**src/rtl/lane_shift_pkg.sv**
```systemverilog
package lane_shift_pkg;
  localparam int DATA_W = 64;
  localparam int OPC_W = 9;
  localparam int NARROW_W = 16;
  localparam int WIDE_W = 32;

  typedef struct packed {
    logic legal;
    logic wide;
    logic right;
    logic arith;
  } shiftCtrl_t;
endpackage

```
**src/rtl/lane_shift_ctrl.sv**
```systemverilog
module lane_shift_ctrl
  import lane_shift_pkg::*;
(
  input  logic [OPC_W-1:0] opCode,
  output shiftCtrl_t       ctrl
);
  // Supported set: upper field 5'b00010 with bit 0 set; bits 3..1 choose the operation.
  always_comb begin
    ctrl.legal = (opCode[OPC_W-1:4] == 5'b00010) && opCode[0];
    ctrl.wide  = opCode[2];
    ctrl.right = opCode[1];
    ctrl.arith = opCode[3];
  end
endmodule

```
**src/rtl/lane_shift_lane.sv**
```systemverilog
module lane_shift_lane #(
  parameter int LANE_W = 16
) (
  input  logic              right,
  input  logic              arith,
  input  logic [LANE_W-1:0] laneA,
  input  logic [$clog2(LANE_W)-1:0] cnt,
  output logic [LANE_W-1:0] laneY
);
  localparam int EXT_W = 2 * LANE_W;

  logic signed [LANE_W-1:0] signedA;
  logic signed [EXT_W-1:0]  extA;
  logic signed [EXT_W-1:0]  exact;
  logic [LANE_W:0]          topBits;
  logic                     fits;
  logic [LANE_W-1:0]        satVal;

  assign signedA = laneA;
  assign extA    = {{LANE_W{laneA[LANE_W-1]}}, laneA};
  assign exact   = extA <<< cnt;
  assign topBits = exact[EXT_W-1:LANE_W-1];
  assign fits    = (&topBits) | ~(|topBits);

  always_comb begin
    if (fits) satVal = exact[LANE_W-1:0];
    else if (exact[EXT_W-1]) satVal = {1'b1, {(LANE_W-1){1'b0}}};
    else satVal = {1'b0, {(LANE_W-1){1'b1}}};
  end

  always_comb begin
    unique case ({arith, right})
      2'b00:   laneY = laneA << cnt;
      2'b01:   laneY = laneA >> cnt;
      2'b10:   laneY = satVal;
      default: laneY = signedA >>> cnt;
    endcase
  end
endmodule

```
**src/rtl/lane_shift_dp.sv**
```systemverilog
module lane_shift_dp
  import lane_shift_pkg::*;
(
  input  shiftCtrl_t        ctrl,
  input  logic [DATA_W-1:0] srcA,
  input  logic [DATA_W-1:0] srcB,
  output logic [DATA_W-1:0] dpOut
);
  localparam int N_NARROW = DATA_W / NARROW_W;
  localparam int N_WIDE   = DATA_W / WIDE_W;
  localparam int CNT_N    = $clog2(NARROW_W);
  localparam int CNT_W    = $clog2(WIDE_W);

  logic [DATA_W-1:0] narrowOut;
  logic [DATA_W-1:0] wideOut;
  logic              unusedCountBits;

  assign unusedCountBits = ^srcB;

  for (genvar i = 0; i < N_NARROW; i++) begin : g_narrow
    lane_shift_lane #(.LANE_W(NARROW_W)) uLane (
      .right (ctrl.right),
      .arith (ctrl.arith),
      .laneA (srcA[i*NARROW_W +: NARROW_W]),
      .cnt   (srcB[i*NARROW_W +: CNT_N]),
      .laneY (narrowOut[i*NARROW_W +: NARROW_W])
    );
  end

  for (genvar i = 0; i < N_WIDE; i++) begin : g_wide
    lane_shift_lane #(.LANE_W(WIDE_W)) uLane (
      .right (ctrl.right),
      .arith (ctrl.arith),
      .laneA (srcA[i*WIDE_W +: WIDE_W]),
      .cnt   (srcB[i*WIDE_W +: CNT_W]),
      .laneY (wideOut[i*WIDE_W +: WIDE_W])
    );
  end

  always_comb begin
    if (!ctrl.legal) dpOut = '0;
    else if (ctrl.wide) dpOut = wideOut;
    else dpOut = narrowOut;
  end
endmodule

```
**src/rtl/lane_shift_unit.sv**
```systemverilog
module lane_shift_unit
  import lane_shift_pkg::*;
#(
  parameter bit REG_OUT = 1'b1
) (
  input  logic              clk,
  input  logic              rstN,
  input  logic              inValid,
  input  logic [OPC_W-1:0]  opCode,
  input  logic [DATA_W-1:0] srcA,
  input  logic [DATA_W-1:0] srcB,
  output logic              outValid,
  output logic [DATA_W-1:0] result,
  output logic              illegal
);
  shiftCtrl_t        ctrl;
  logic [DATA_W-1:0] dpOut;

  lane_shift_ctrl uCtrl (
    .opCode (opCode),
    .ctrl   (ctrl)
  );

  lane_shift_dp uDp (
    .ctrl  (ctrl),
    .srcA  (srcA),
    .srcB  (srcB),
    .dpOut (dpOut)
  );

  if (REG_OUT) begin : g_reg
    always_ff @(posedge clk) begin
      if (!rstN) begin
        outValid <= 1'b0;
        result   <= '0;
        illegal  <= 1'b0;
      end else begin
        outValid <= inValid;
        result   <= dpOut;
        illegal  <= inValid & ~ctrl.legal;
      end
    end

    // strobe follows the input one clock later
    a_r9_valid_delay: assert property (@(posedge clk) disable iff (!rstN)
      inValid |=> outValid);
    a_r9_idle_delay: assert property (@(posedge clk) disable iff (!rstN)
      !inValid |=> !outValid);
    // unsupported code flags and zeroes the result
    a_r8_illegal_flag: assert property (@(posedge clk) disable iff (!rstN)
      (inValid && !ctrl.legal) |=> (illegal && result == '0));
    // zero counts pass lanes through
    a_r7_zero_count: assert property (@(posedge clk) disable iff (!rstN)
      (inValid && ctrl.legal && srcB == '0) |=> (result == $past(srcA)));
    // saturating left keeps the sign of narrow lane 0
    a_r6_sign_kept: assert property (@(posedge clk) disable iff (!rstN)
      (inValid && ctrl.legal && ctrl.arith && !ctrl.right && !ctrl.wide)
      |=> (result[NARROW_W-1] == $past(srcA[NARROW_W-1])));
  end else begin : g_comb
    logic unusedClk;
    assign unusedClk = clk ^ rstN;
    assign outValid  = inValid;
    assign result    = dpOut;
    assign illegal   = inValid & ~ctrl.legal;
  end
endmodule

```
**config.mk**
```make
export PLATFORM = sky130hd
export DESIGN_NAME = lane_shift_unit
export DESIGN_NICKNAME = d
export VERILOG_FILES = /design/src/rtl/lane_shift_pkg.sv /design/src/rtl/lane_shift_ctrl.sv /design/src/rtl/lane_shift_lane.sv /design/src/rtl/lane_shift_dp.sv /design/src/rtl/lane_shift_unit.sv
export SDC_FILE = /design/constraint.sdc
export NUM_CORES = 1
export LEC_CHECK = 0
export ABC_AREA = 1
export BUFFER_PORTS_ARGS = -buffer_cell sky130_fd_sc_hd__buf_2
export CORE_MARGIN = 1
export CORE_UTILIZATION = 30
export CTS_CLUSTER_SIZE = 14
export DETAILED_ROUTE_END_ITERATION = 10
export PLACE_DENSITY_LB_ADDON = 0.2
export SLEW_MARGIN = 25
export SYNTH_ARGS = -nofsm -noshare
export SYNTH_HDL_FRONTEND = slang
export SYNTH_HIERARCHICAL = 1
export SYNTH_SLANG_ARGS = --single-unit
```
**constraint.sdc**
```tcl
create_clock -name clk -period 4.9 [get_ports clk]
set_input_delay 0.49 -clock clk [delete_from_list [all_inputs] [get_ports clk]]
set_output_delay 0.49 -clock clk [all_outputs]
set_load 0.005 [all_outputs]
```
==> flow_summary_export.csv <==
group,metric,value,unit
run_status,outcome,"completed",
critical_path,slowest_stage,"buf_4",
layout,num_antenna_cells,0,
timing,maxSlewHeadroom,35.0,%
timing,rsz0062_at_grt,"false",
timing,timing.setup.tns,0,ns
timing,hold_violations,0,
critical_path,worst_path_largest_cell_delay,0.71,ns
floorplan,core_area,0.0761,sq mm
yosys,synth_top_area_share,30.5,%
yosys,ys_seq_area_share,5.71,%
floorplan,die_h,280,um
critical_path,path_cells,"buf_2 -> buf_4 -> nand3_1 -> nand3_1 -> nand3_1 -> nand2_1 -> nand2_1 -> nand2_1 -> nand2_1 -> nor2_1 -> nand2_1 -> nor2_1 -> nand2_1 -> nand2_1 -> o21ai_0 -> nand2_1 -> nand4_1 -> inv_1 -> nand2_1 -> nand2_1 -> nor2_1 -> nand2_1 -> inv_1",
place,dp_hpwl,78400,um
timing,tightest_slew,0.972,ns
timing,slew_viol_final,0,
global_route,grt_usage,25.5,%
place,placed_cells,5763,
worst_hold_path,hold_path_class,"in -> reg",
power_and_ir_drop,p_seq_share,14.0,%
clock_network,postCtsSetupBuffers,0,
detailed_routing,first_pass_iters,6,
detailed_routing,drtIter0Drc,3705,
layout,utilization,31.9,%
clock_network,cts_made_buffers,9,
power_and_ir_drop,switchingPower,2110,uW
clock_network,ctsHoldBuffers,0,
detailed_routing,wl,104000,um
clock_network,root_buffer,"clkbuf_16",
timing,fmax,0.268,GHz
layout,n_fill_cell,9207,
yosys,synthesis.nets,4975,
yosys,synthCells,4835,
yosys,yosys_warnings,6,
global_route,grt_pass1_vias,27462,
critical_path,start_kind,"input pin",
layout,area_growth,5.01,%
floorplan,dieArea,0.0782,sq mm
critical_path,critPathKind,"in -> reg",
layout,final_common_cell,"nand2_1",
yosys,syn-cell-area,0.0231,sq mm
floorplan,rows,101,
critical_path,path_buf_inv,4,
global_route,grt_max_degree,87,
timing,finalCriticalPeriod,3.73,ns
clock_network,cts_resized,0,
layout,fin_nets,4884,
power_and_ir_drop,max-vdd-ir-drop,0.151,mV
power_and_ir_drop,leakagePower,0.0126,uW
layout,final_cells,5779,
critical_path,critPathMaxFanout,86,
layout,drive_above_1_share,9.22,%
critical_path,crit_family,"simple AND/OR/NAND/NOR gates",
clock_network,clock_path_buffers,2,
detailed_routing,drt.antenna.violating_nets,0,
detailed_routing,drt-wirelength-per-cell,17.9,um
floorplan,die_x,280,um
global_route,grt_pass1_wl,159000,um
power_and_ir_drop,switching_share,54.7,%
clock_network,h-tree-depth,3,
timing,min_period_over_period,76.1,%
yosys,synth_cell_types,46,
yosys,synth.area.top_cells,"nand2_1 (31%), nand3_1 (18%), o21ai_0 (7.8%)",
power_and_ir_drop,p_clk_share,21.1,%
critical_path,cp.required,5.17,ns
clock_network,cts_tree,"done",
clock_network,cts.sinks,66,
detailed_routing,route.vias.total,31446,
power_and_ir_drop,p_int,1750,uW
detailed_routing,avgViaCountPerCell,5.44,
power_and_ir_drop,cellPowerDensity,159,mW/mm^2
timing,setup_viol,0,
detailed_routing,drc,0,
place,portBuffers,159,
critical_path,arrival,4.00,ns
power_and_ir_drop,power,3860,uW
global_route,grt_overflow_total,0,
yosys,syn_avg_cell_area,4.78,sq um
floorplan,initial_core_util,30.4,%
global_route,antenna_found_initial,1,
flow_run,drv_cap,0,
clock_network,path_clk_slew,0.06,ns
critical_path,timing.critical_path.mode_cell,"nand2_1",
place,gp_congestion,0.968,
yosys,ys_ff_latch,66,
critical_path,cp-end-kind,"flop",
floorplan,io_pins,206,
layout,layout_common_cells,"nand2_1 (1879), nand3_1 (840), nor2_1 (425)",
yosys,synth_top_cell_by_area,"nand2_1",
power_and_ir_drop,power_frac_comb,64.9,%
==> cell usage after synthesis (all sizes together) <==
| cell | count |
|---|---|
| a211oi | 8 |
| a21boi | 10 |
| a21oi | 154 |
| a22o | 4 |
| a22oi | 16 |
| a31o | 2 |
| a31oi | 16 |
| and2 | 48 |
| buf | 207 |
| clkbuf | 116 |
| dfxtp | 66 |
| inv | 353 |
| mux2i | 8 |
| nand2 | 1975 |
| nand3 | 876 |
| nand3b | 4 |
| nand4 | 66 |
| nor2 | 440 |
| nor3 | 14 |
| nor4 | 2 |
| o211ai | 32 |
| o21a | 4 |
| o21ai | 370 |
| o21bai | 8 |
| o22ai | 4 |
| o311ai | 8 |
| o31ai | 14 |
| or2 | 10 |
==> power by group through the flow <==
stage                     clock [uW]  combinational (uW)  sequential (uW)
after floorplan                    0                1780              552
final                            815                2500              540
after global routing             866                2770              540
after detailed placement           0                2430              552
after global placement             0                2440              552
after CTS                        849                2440              540
==> flip-flops by register name, indices dropped and copies added (netlist names) <==
name	cells
result	64
illegal	1
outValid	1
==> layout make-up <==
| cell class | count | area (sq um) | area share (%) |
|---|---|---|---|
| timing repair buffer | 221 | 1320 | 5.42 |
| clock buffer | 9 | 225 | 0.928 |
| clock inverter | 7 | 130 | 0.536 |
| tap | 1030 | 1290 | 5.31 |
| multi-input combinational | 4093 | 18600 | 76.7 |
| sequential | 66 | 1320 | 5.44 |
| inverter | 353 | 1370 | 5.62 |
==> through the flow <==
step,instance area [sq um],hold WS [ns],setup WS (ns)
after floorplan,23100,0.601,2.43
after global placement,23900,0.701,0.909
after detailed placement,23900,0.701,0.907
after CTS,24300,0.295,1.35
after global routing,24300,0.328,0.850
final,24300,0.320,1.17
==> worst paths after layout <==
kind | start | to | cells past startpoint
max | srcB[1] | result[14]$_SDFF_PN0_ | 23
min | inValid | outValid$_SDFF_PN0_ | 3
==> logic make-up (layout without fill, tap and decap cells) <==
family | Yosys count | in the layout | share of synthesized area (%)
muxes | 8 | 8 | 0.346
DFF | 66 | 66 | 5.71
and+or+nand+nor | 3435 | 3435 | 64.5
AOI/OAI and AO/OA | 650 | 650 | 15.8
buffers and inverters | 676 | 590 | 13.7
==> routing by layer <==
| layer | wire (um) | vias to the layer above | global-route usage [%] |
|---|---|---|---|
| met4 | 3360 | 2 | 8.38 |
| met1 | 46000 | 14274 | 35.7 |
| met2 | 46100 | 1429 | 40.6 |
| met3 | 8190 | 178 | 2.74 |
| li1 | - | 15563 | - |
| met5 | 13 | - | 0 |
(Power assumes the default switching activity.)
